$ cat config.mk
export PLATFORM = sky130hd
export DESIGN_NAME = i2c_wb_bridge
export DESIGN_NICKNAME = d
export VERILOG_FILES = /design/src/rtl/i2c_wb_pkg.sv /design/src/rtl/i2c_wb_bytereg.sv /design/src/rtl/i2c_wb_master.sv /design/src/rtl/i2c_wb_seq.sv /design/src/rtl/i2c_wb_bridge.sv
export SDC_FILE = /design/constraint.sdc
export NUM_CORES = 1
export LEC_CHECK = 0
export BUFFER_PORTS_ARGS = -buffer_cell sky130_fd_sc_hd__buf_2
export CAP_MARGIN = 40
export CORE_ASPECT_RATIO = 0.75
export CORE_MARGIN = 2
export CORE_UTILIZATION = 53
export DETAILED_ROUTE_END_ITERATION = 6
export MAX_ROUTING_LAYER = met4
export PLACE_DENSITY = 0.89
export SLEW_MARGIN = 20
export SYNTH_ARGS = -nofsm -noshare
export SYNTH_HDL_FRONTEND = slang
export SYNTH_SLANG_ARGS = --single-unit
export TNS_END_PERCENT = 20
$ cat constraint.sdc
create_clock -name clk -period 2.4 [get_ports clk]
set_input_delay 0.24 -clock clk [delete_from_list [all_inputs] [get_ports clk]]
set_output_delay 0.24 -clock clk [all_outputs]
set_load 0.01 [all_outputs]
$ cat src/rtl/i2c_wb_pkg.sv
package i2c_wb_pkg;

   typedef enum logic [2:0] {
      TGT_NONE    = 3'd0,
      TGT_ADDR_HIT = 3'd1,
      TGT_RX_ACK  = 3'd2,
      TGT_TX_ACK  = 3'd3,
      TGT_TX_NACK = 3'd4,
      TGT_STOP    = 3'd5
   } tgt_stat_e;

   typedef enum logic [2:0] {
      SQ_IDLE,
      SQ_ADDR,
      SQ_PROBE,
      SQ_OPCHK,
      SQ_WCOL,
      SQ_WWRITE,
      SQ_WREAD,
      SQ_RSEND
   } seq_state_e;

endpackage

$ cat src/rtl/i2c_wb_bytereg.sv
module i2c_wb_bytereg #(
   parameter int W         = 32,
   parameter bit MSB_FIRST = 1'b1
) (
   input  logic         clk,
   input  logic         rst_n,
   input  logic         sh_en,
   input  logic [7:0]   sh_in,
   input  logic         ld_en,
   input  logic [W-1:0] ld_val,
   output logic [W-1:0] q
);

   logic [W-1:0] shifted;

   generate
      if (MSB_FIRST) begin : g_msb
         assign shifted = {q[W-9:0], sh_in};
      end else begin : g_lsb
         assign shifted = {sh_in, q[W-1:8]};
      end
   endgenerate

   always_ff @(posedge clk) begin
      if (!rst_n) begin
         q <= '0;
      end else if (ld_en) begin
         q <= ld_val;
      end else if (sh_en) begin
         q <= shifted;
      end
   end

endmodule

$ cat src/rtl/i2c_wb_master.sv
module i2c_wb_master #(
   parameter int DAT_W   = 32,
   parameter int TMO_CYC = 64
) (
   input  logic             clk,
   input  logic             rst_n,
   input  logic             go,
   input  logic             we_req,
   input  logic             ack,
   input  logic             err,
   input  logic [DAT_W-1:0] rdat_in,
   output logic             busy,
   output logic             we,
   output logic             ok,
   output logic             bad,
   output logic [DAT_W-1:0] rdat
);

   localparam int TCNT_W = (TMO_CYC > 1) ? $clog2(TMO_CYC) : 1;

   logic expire;

   generate
      if (TMO_CYC > 0) begin : g_tmo
         logic [TCNT_W-1:0] tcnt;
         always_ff @(posedge clk) begin
            if (!rst_n || go || !busy) begin
               tcnt <= '0;
            end else begin
               tcnt <= tcnt + 1'b1;
            end
         end
         assign expire = busy && (tcnt == TCNT_W'(TMO_CYC - 1));
      end else begin : g_no_tmo
         assign expire = 1'b0;
      end
   endgenerate

   always_ff @(posedge clk) begin
      if (!rst_n) begin
         busy <= 1'b0;
         we   <= 1'b0;
         ok   <= 1'b0;
         bad  <= 1'b0;
         rdat <= '0;
      end else begin
         ok  <= 1'b0;
         bad <= 1'b0;
         if (go && !busy) begin
            busy <= 1'b1;
            we   <= we_req;
         end else if (busy) begin
            if (ack) begin
               busy <= 1'b0;
               we   <= 1'b0;
               ok   <= 1'b1;
               rdat <= rdat_in;
            end else if (err || expire) begin
               busy <= 1'b0;
               we   <= 1'b0;
               bad  <= 1'b1;
            end
         end
      end
   end

endmodule

$ cat src/rtl/i2c_wb_seq.sv
module i2c_wb_seq
   import i2c_wb_pkg::*;
#(
   parameter int ADR_BYTES = 2,
   parameter int DAT_BYTES = 4
) (
   input  logic       clk,
   input  logic       rst_n,
   input  logic       done,
   input  logic [2:0] stat,
   input  logic       rd_dir,
   input  logic       wb_ok,
   input  logic       wb_bad,
   output logic       adr_sh,
   output logic       dat_sh,
   output logic       dat_ld,
   output logic       wb_go,
   output logic       wb_we_req
);

   localparam int MAXB  = (ADR_BYTES > DAT_BYTES) ? ADR_BYTES : DAT_BYTES;
   localparam int CNT_W = $clog2(MAXB + 1);
   localparam logic [CNT_W-1:0] ADR_LAST = CNT_W'(ADR_BYTES - 1);
   localparam logic [CNT_W-1:0] DAT_LAST = CNT_W'(DAT_BYTES - 1);

   seq_state_e       st;
   logic [CNT_W-1:0] cnt;
   logic             dir_q;

   logic ev_hit, ev_rx, ev_txa;
   assign ev_hit = done && (stat == TGT_ADDR_HIT);
   assign ev_rx  = done && (stat == TGT_RX_ACK);
   assign ev_txa = done && (stat == TGT_TX_ACK);

   assign adr_sh    = (st == SQ_ADDR) && ev_rx;
   assign dat_sh    = ((st == SQ_OPCHK) && ev_rx && (rd_dir == dir_q)) ||
                      ((st == SQ_WCOL) && ev_rx) ||
                      ((st == SQ_RSEND) && ev_txa);
   assign dat_ld    = (st == SQ_WREAD) && wb_ok;
   assign wb_we_req = (st == SQ_WWRITE);

   always_ff @(posedge clk) begin
      if (!rst_n) begin
         st    <= SQ_IDLE;
         cnt   <= '0;
         dir_q <= 1'b0;
         wb_go <= 1'b0;
      end else begin
         wb_go <= 1'b0;
         case (st)
            SQ_IDLE: begin
               if (ev_hit) begin
                  dir_q <= rd_dir;
                  cnt   <= '0;
                  st    <= SQ_ADDR;
               end
            end
            SQ_ADDR: begin
               if (ev_rx) begin
                  if (cnt == ADR_LAST) begin
                     st    <= SQ_PROBE;
                     wb_go <= 1'b1;
                  end else begin
                     cnt <= cnt + 1'b1;
                  end
               end else if (done) begin
                  st <= SQ_IDLE;
               end
            end
            SQ_PROBE: begin
               if (wb_ok) begin
                  st <= SQ_OPCHK;
               end else if (wb_bad) begin
                  st <= SQ_IDLE;
               end
            end
            SQ_OPCHK: begin
               if (ev_hit && (rd_dir != dir_q)) begin
                  st    <= SQ_WREAD;
                  wb_go <= 1'b1;
               end else if (ev_rx && (rd_dir == dir_q)) begin
                  cnt <= CNT_W'(1);
                  st  <= SQ_WCOL;
               end else if (done) begin
                  st <= SQ_IDLE;
               end
            end
            SQ_WCOL: begin
               if (ev_rx) begin
                  if (cnt == DAT_LAST) begin
                     st    <= SQ_WWRITE;
                     wb_go <= 1'b1;
                  end else begin
                     cnt <= cnt + 1'b1;
                  end
               end else if (done) begin
                  st <= SQ_IDLE;
               end
            end
            SQ_WWRITE: begin
               if (wb_ok || wb_bad) begin
                  st <= SQ_IDLE;
               end
            end
            SQ_WREAD: begin
               if (wb_ok) begin
                  cnt <= '0;
                  st  <= SQ_RSEND;
               end else if (wb_bad) begin
                  st <= SQ_IDLE;
               end
            end
            SQ_RSEND: begin
               if (ev_txa) begin
                  if (cnt == DAT_LAST) begin
                     st <= SQ_IDLE;
                  end else begin
                     cnt <= cnt + 1'b1;
                  end
               end else if (done) begin
                  st <= SQ_IDLE;
               end
            end
            default: st <= SQ_IDLE;
         endcase
      end
   end

endmodule

$ cat src/rtl/i2c_wb_bridge.sv
module i2c_wb_bridge #(
   parameter int ADR_W     = 16,
   parameter int DAT_W     = 32,
   parameter int TMO_CYC   = 64,
   parameter bit MSB_FIRST = 1'b1
) (
   input  logic             clk,
   input  logic             rst_n,
   input  logic             tgt_done_i,
   input  logic [2:0]       tgt_stat_i,
   input  logic [7:0]       tgt_rx_i,
   input  logic             tgt_rd_i,
   output logic [7:0]       tgt_tx_o,
   output logic             wb_cyc_o,
   output logic             wb_stb_o,
   output logic             wb_we_o,
   output logic [ADR_W-1:0] wb_adr_o,
   output logic [DAT_W-1:0] wb_dat_o,
   input  logic [DAT_W-1:0] wb_dat_i,
   input  logic             wb_ack_i,
   input  logic             wb_err_i
);

   localparam int ADR_BYTES = ADR_W / 8;
   localparam int DAT_BYTES = DAT_W / 8;

   generate
      if ((ADR_W % 8) != 0 || ADR_W < 16) begin : g_chk_adr
         $error("ADR_W must be a multiple of 8 and at least 16");
      end
      if ((DAT_W % 8) != 0 || DAT_W < 16) begin : g_chk_dat
         $error("DAT_W must be a multiple of 8 and at least 16");
      end
      if (TMO_CYC < 0) begin : g_chk_tmo
         $error("TMO_CYC must not be negative");
      end
   endgenerate

   logic             adr_sh, dat_sh, dat_ld, wb_go, wb_we_req;
   logic             wb_ok, wb_bad, wb_busy;
   logic [DAT_W-1:0] rdat;
   logic [DAT_W-1:0] dat_q;

   i2c_wb_seq #(
      .ADR_BYTES(ADR_BYTES),
      .DAT_BYTES(DAT_BYTES)
   ) u_seq (
      .clk      (clk),
      .rst_n    (rst_n),
      .done     (tgt_done_i),
      .stat     (tgt_stat_i),
      .rd_dir   (tgt_rd_i),
      .wb_ok    (wb_ok),
      .wb_bad   (wb_bad),
      .adr_sh   (adr_sh),
      .dat_sh   (dat_sh),
      .dat_ld   (dat_ld),
      .wb_go    (wb_go),
      .wb_we_req(wb_we_req)
   );

   i2c_wb_bytereg #(
      .W        (ADR_W),
      .MSB_FIRST(1'b1)
   ) u_adr (
      .clk   (clk),
      .rst_n (rst_n),
      .sh_en (adr_sh),
      .sh_in (tgt_rx_i),
      .ld_en (1'b0),
      .ld_val({ADR_W{1'b0}}),
      .q     (wb_adr_o)
   );

   i2c_wb_bytereg #(
      .W        (DAT_W),
      .MSB_FIRST(MSB_FIRST)
   ) u_dat (
      .clk   (clk),
      .rst_n (rst_n),
      .sh_en (dat_sh),
      .sh_in (tgt_rx_i),
      .ld_en (dat_ld),
      .ld_val(rdat),
      .q     (dat_q)
   );

   i2c_wb_master #(
      .DAT_W  (DAT_W),
      .TMO_CYC(TMO_CYC)
   ) u_wbm (
      .clk    (clk),
      .rst_n  (rst_n),
      .go     (wb_go),
      .we_req (wb_we_req),
      .ack    (wb_ack_i),
      .err    (wb_err_i),
      .rdat_in(wb_dat_i),
      .busy   (wb_busy),
      .we     (wb_we_o),
      .ok     (wb_ok),
      .bad    (wb_bad),
      .rdat   (rdat)
   );

   generate
      if (MSB_FIRST) begin : g_tx_msb
         assign tgt_tx_o = dat_q[DAT_W-1 -: 8];
      end else begin : g_tx_lsb
         assign tgt_tx_o = dat_q[7:0];
      end
   endgenerate

   assign wb_cyc_o = wb_busy;
   assign wb_stb_o = wb_busy;
   assign wb_dat_o = dat_q;

endmodule

==> qor.csv <==
stage;metric;value;unit
finish;nets;639;
setup_path;CP Max Fanout;52;
global_routing;vias in the first global route;3716;
timing;Final Cycle Share;0.896;
setup_path;Slowest-stage cell, CP;a2111o_1;
power;Total Power;2820;uW
place;dpl ws;0.302;ns
routing;drt via density;5.58;
global_routing;initial antenna violation count;0;
worst_hold_path;Worst Hold Class;in2reg;
logic_synthesis;Async SR Flop Fraction;0;
logic_synthesis;dominant synthesized flop cell;dfxtp_1;
timing;Final Setup Violations;0;
logic_synthesis;synthesized instance count;500;
logic_synthesis;EDFF count, synth;0;
place;dpl hpwl;7.81;mm
timing;RSZ-0062 raised after global routing;false;
die;row count;28;
finish;Final Cell Area;5160;um^2
setup_path;Worst Setup Path Type;reg2reg;
timing;Slew Limit Fails;0;
timing;setup TNS;0;ns
logic_synthesis;library cells used by synthesis;46;
setup_path;r2r setup slk;0.25;ns
finish;area delta synth->final;15.6;%
global_routing;first-pass GRT wire length;18.0;mm
setup_path;nature of the critical path startpoint;flip-flop;
timing;hold_ws;0.0804;ns
global_routing;largest net degree at the start of global routing;53;
logic_synthesis;synth warn;0;
timing;clk_skew;0.0114;ns
clock_network;CTS Buf Count;9;
logic_synthesis;share of the yosys chip area belonging to registers;0.440;
routing;WL/cell;15.8;um
routing;WL final;11.0;mm
die;Initial Utilization;0.556;
logic_synthesis;syn nets;553;
clock_network;H-Tree Depth;3;
setup_path;crit-path max cell delay;0.48;ns
timing;PnR worst setup slack;0.249;ns
place;number of I/O port buffers;107;
routing;DRT Pass-1 Iters;5;
die;Die Span Y;83.5;um
power;internal cell power;2150;uW
finish;Reg area;1960;um^2
logic_synthesis;number of synthesized register bits;98;
setup_path;crit path cell chain;or3_1 > a2111o_1 > o211ai_4 > buf_12 > nand2_1 > o211a_1;
global_routing;total track usage;0.256;
setup_path;RR Endpoint;u_dat.q[4];
power;Pwr per Cell Area;547;nW/um^2
setup_path;Worst Setup EP;u_dat.q[4];
die;Die W;110;um
power;clock power share;0.347;
worst_hold_path;hold wc startpoint;wb_ack_i;
clock_network;worst skew pair latency;0.37;ns
clock_network;Post-CTS Resized;0;
power;sequential fraction of design power;0.582;
clock_network;CTS tree;yes;
setup_path;worst r2r src;u_seq.st[1];
place;dpl cell area;4980;um^2
power;Max VDD drop;0.000443;V
run_status;status;completed;
routing;via count;3880;
timing;Final Hold Fails;0;
routing;DRT antenna net count;0;
timing;fmax;465;MHz
setup_path;reg2reg path depth;6;
timing;Tmin final;2.15;ns
setup_path;CP Launch Point;u_seq.st[1];
clock_network;number of clock sinks;98;
die;Die ar.;9180;um^2
setup_path;required time of the critical path;2.66;ns
timing;Rel. slew slack;0.633;
setup_path;crit end category;flip-flop;
clock_network;clock buffer depth;2;
clock_network;hold_buf cts;0;
place;Final GP Congestion;0.863;
clock_network;Post CTS Setup Buffer Count;0;
power;leak pwr;0.00267;uW
clock_network;Clk pin slew, worst setup/hold paths;0.09;ns
power;Combinational Power Share;0.071;
logic_synthesis;synthesized cell area;4460;um^2
routing;DR iter-0 viols;231;
die;Ports;108;
setup_path;worst endpoint data arrival time;2.41;ns
finish;area of the multi-input gates;2240;um^2
finish;layout cells sized above 1;0.237;
logic_synthesis;syn avg cell area;8.92;um^2
power;P_sw;673;uW
job;Max-Cap Viols;0;
finish;fillers;694;
clock_network;CTS Root Cell;clkbuf_8;
power;switching share of power;0.239;
finish;Antenna diodes;0;
die;Core Box Area;8020;um^2
global_routing;Overflow after GRT;0;
timing;Slew @ Worst Pin;0.549;ns
routing;DR DRC count;0;
## cells in the final DEF (no fill, tap or decap), drive strengths merged, types with 4 or more instances in the layout
master / Yosys / routed
mux2i: 35 / 35
nand2b: 7 / 7
nor2: 11 / 11
buf: 23 / 119
o211a: 33 / 33
nand2: 144 / 144
a21boi: 50 / 50
nand3: 5 / 5
o21ai: 8 / 8
a21oi: 7 / 7
clkbuf: 21 / 13
nor2b: 5 / 5
ha: 4 / 4
inv: 4 / 4
dfxtp: 98 / 98
## sequential cells by signal, summed over array words and instances, names as in the netlist, 3 cells and up
register and cells:
u_seq.cnt 3, u_seq.st 3, u_adr.q 16, u_wbm.g_tmo.tcnt 6
u_wbm.rdat 32, u_dat.q 32
## Yosys cell counts (2+ instances only)
library cell	number	area share
nand2_1	144	0.12
dfxtp_1	98	0.44
a21boi_0	50	0.084
mux2i_1	35	0.079
o211a_1	33	0.074
clkbuf_1	21	0.018
nor2_1	11	0.0093
buf_4	9	0.015
o21ai_0	8	0.0090
a21oi_1	7	0.0079
nand2b_1	7	0.0098
buf_2	6	0.0067
buf_6	6	0.015
nand3_1	5	0.0056
nor2b_1	5	0.0070
ha_1	4	0.011
inv_1	4	0.0034
a21o_1	3	0.0050
and3_1	3	0.0042
or2_2	3	0.0042
xnor2_1	3	0.0059
a211oi_1	2	0.0034
a31oi_1	2	0.0028
and2_1	2	0.0028
buf_1	2	0.0017
nand3b_1	2	0.0034
nor3_1	2	0.0022
nor3b_1	2	0.0034
o211ai_1	2	0.0034
o2bb2ai_1	2	0.0039
or3_1	2	0.0028
## kinds of logic after synthesis
group	count (synthesis)	synth area share
flip-flops	98	0.440
AND/OR/NAND/NOR	194	0.189
AO/OA/AOI/OAI	117	0.214
buffers and inverters	48	0.0597
XOR/XNOR	4	0.00785
adder cells (fa/ha/maj)	4	0.0112
multiplexers	35	0.0785
## stage by stage
step,instances,utilization
final,695,0.643
after global routing,695,0.643
after CTS,695,0.643
after detailed placement,680,0.621
after global placement,680,0.621
after floorplan,500,-
## per-layer routing
layer  vias up  share of wire  routed length [um]  GRT usage
met4         0          0.014                 155     0.0840
met1      1827           0.45                4910      0.334
li1       1876              -                   -          -
met5         -              0                   0          -
met3        14          0.076                 835     0.0648
met2       163           0.46                5070      0.388
## power groups by stage
stage | registers (uW) | logic, uW | clock network (uW)
CTS | 1640 | 197 | 996
floorplan | 1680 | 115 | 0
finish | 1640 | 199 | 981
global route | 1640 | 220 | 1070
detailed placement | 1680 | 196 | 0
global placement | 1680 | 197 | 0
## critical path, delay by kind of cell (launching register included)
kind	cells	cell delay, ns
flops	1	0.42
buf+inv	1	0.28
compound gates	3	0.84
simple gates	2	0.48
## cell type report
| type | count | share of cell area |
|---|---|---|
| Clock buffer | 13 | 0.0308 |
| Clock inverter | 2 | 0.00243 |
| Inverter | 4 | 0.00291 |
| Multi-Input combinational cell | 354 | 0.434 |
| Sequential cell | 98 | 0.380 |
| Tap cell | 105 | 0.0255 |
| Timing Repair Buffer | 119 | 0.124 |
## how the worst min path moves through the flow
stage                                to  cells after the start
global route                  u_wbm.bad                      2
global placement    u_wbm.g_tmo.tcnt[0]                      1
floorplan                     u_wbm.bad                      1
detailed placement  u_wbm.g_tmo.tcnt[0]                      1
CTS                           u_wbm.bad                      2
finish                        u_wbm.bad                      2
Note: power is estimated with default switching activity, not from simulation.
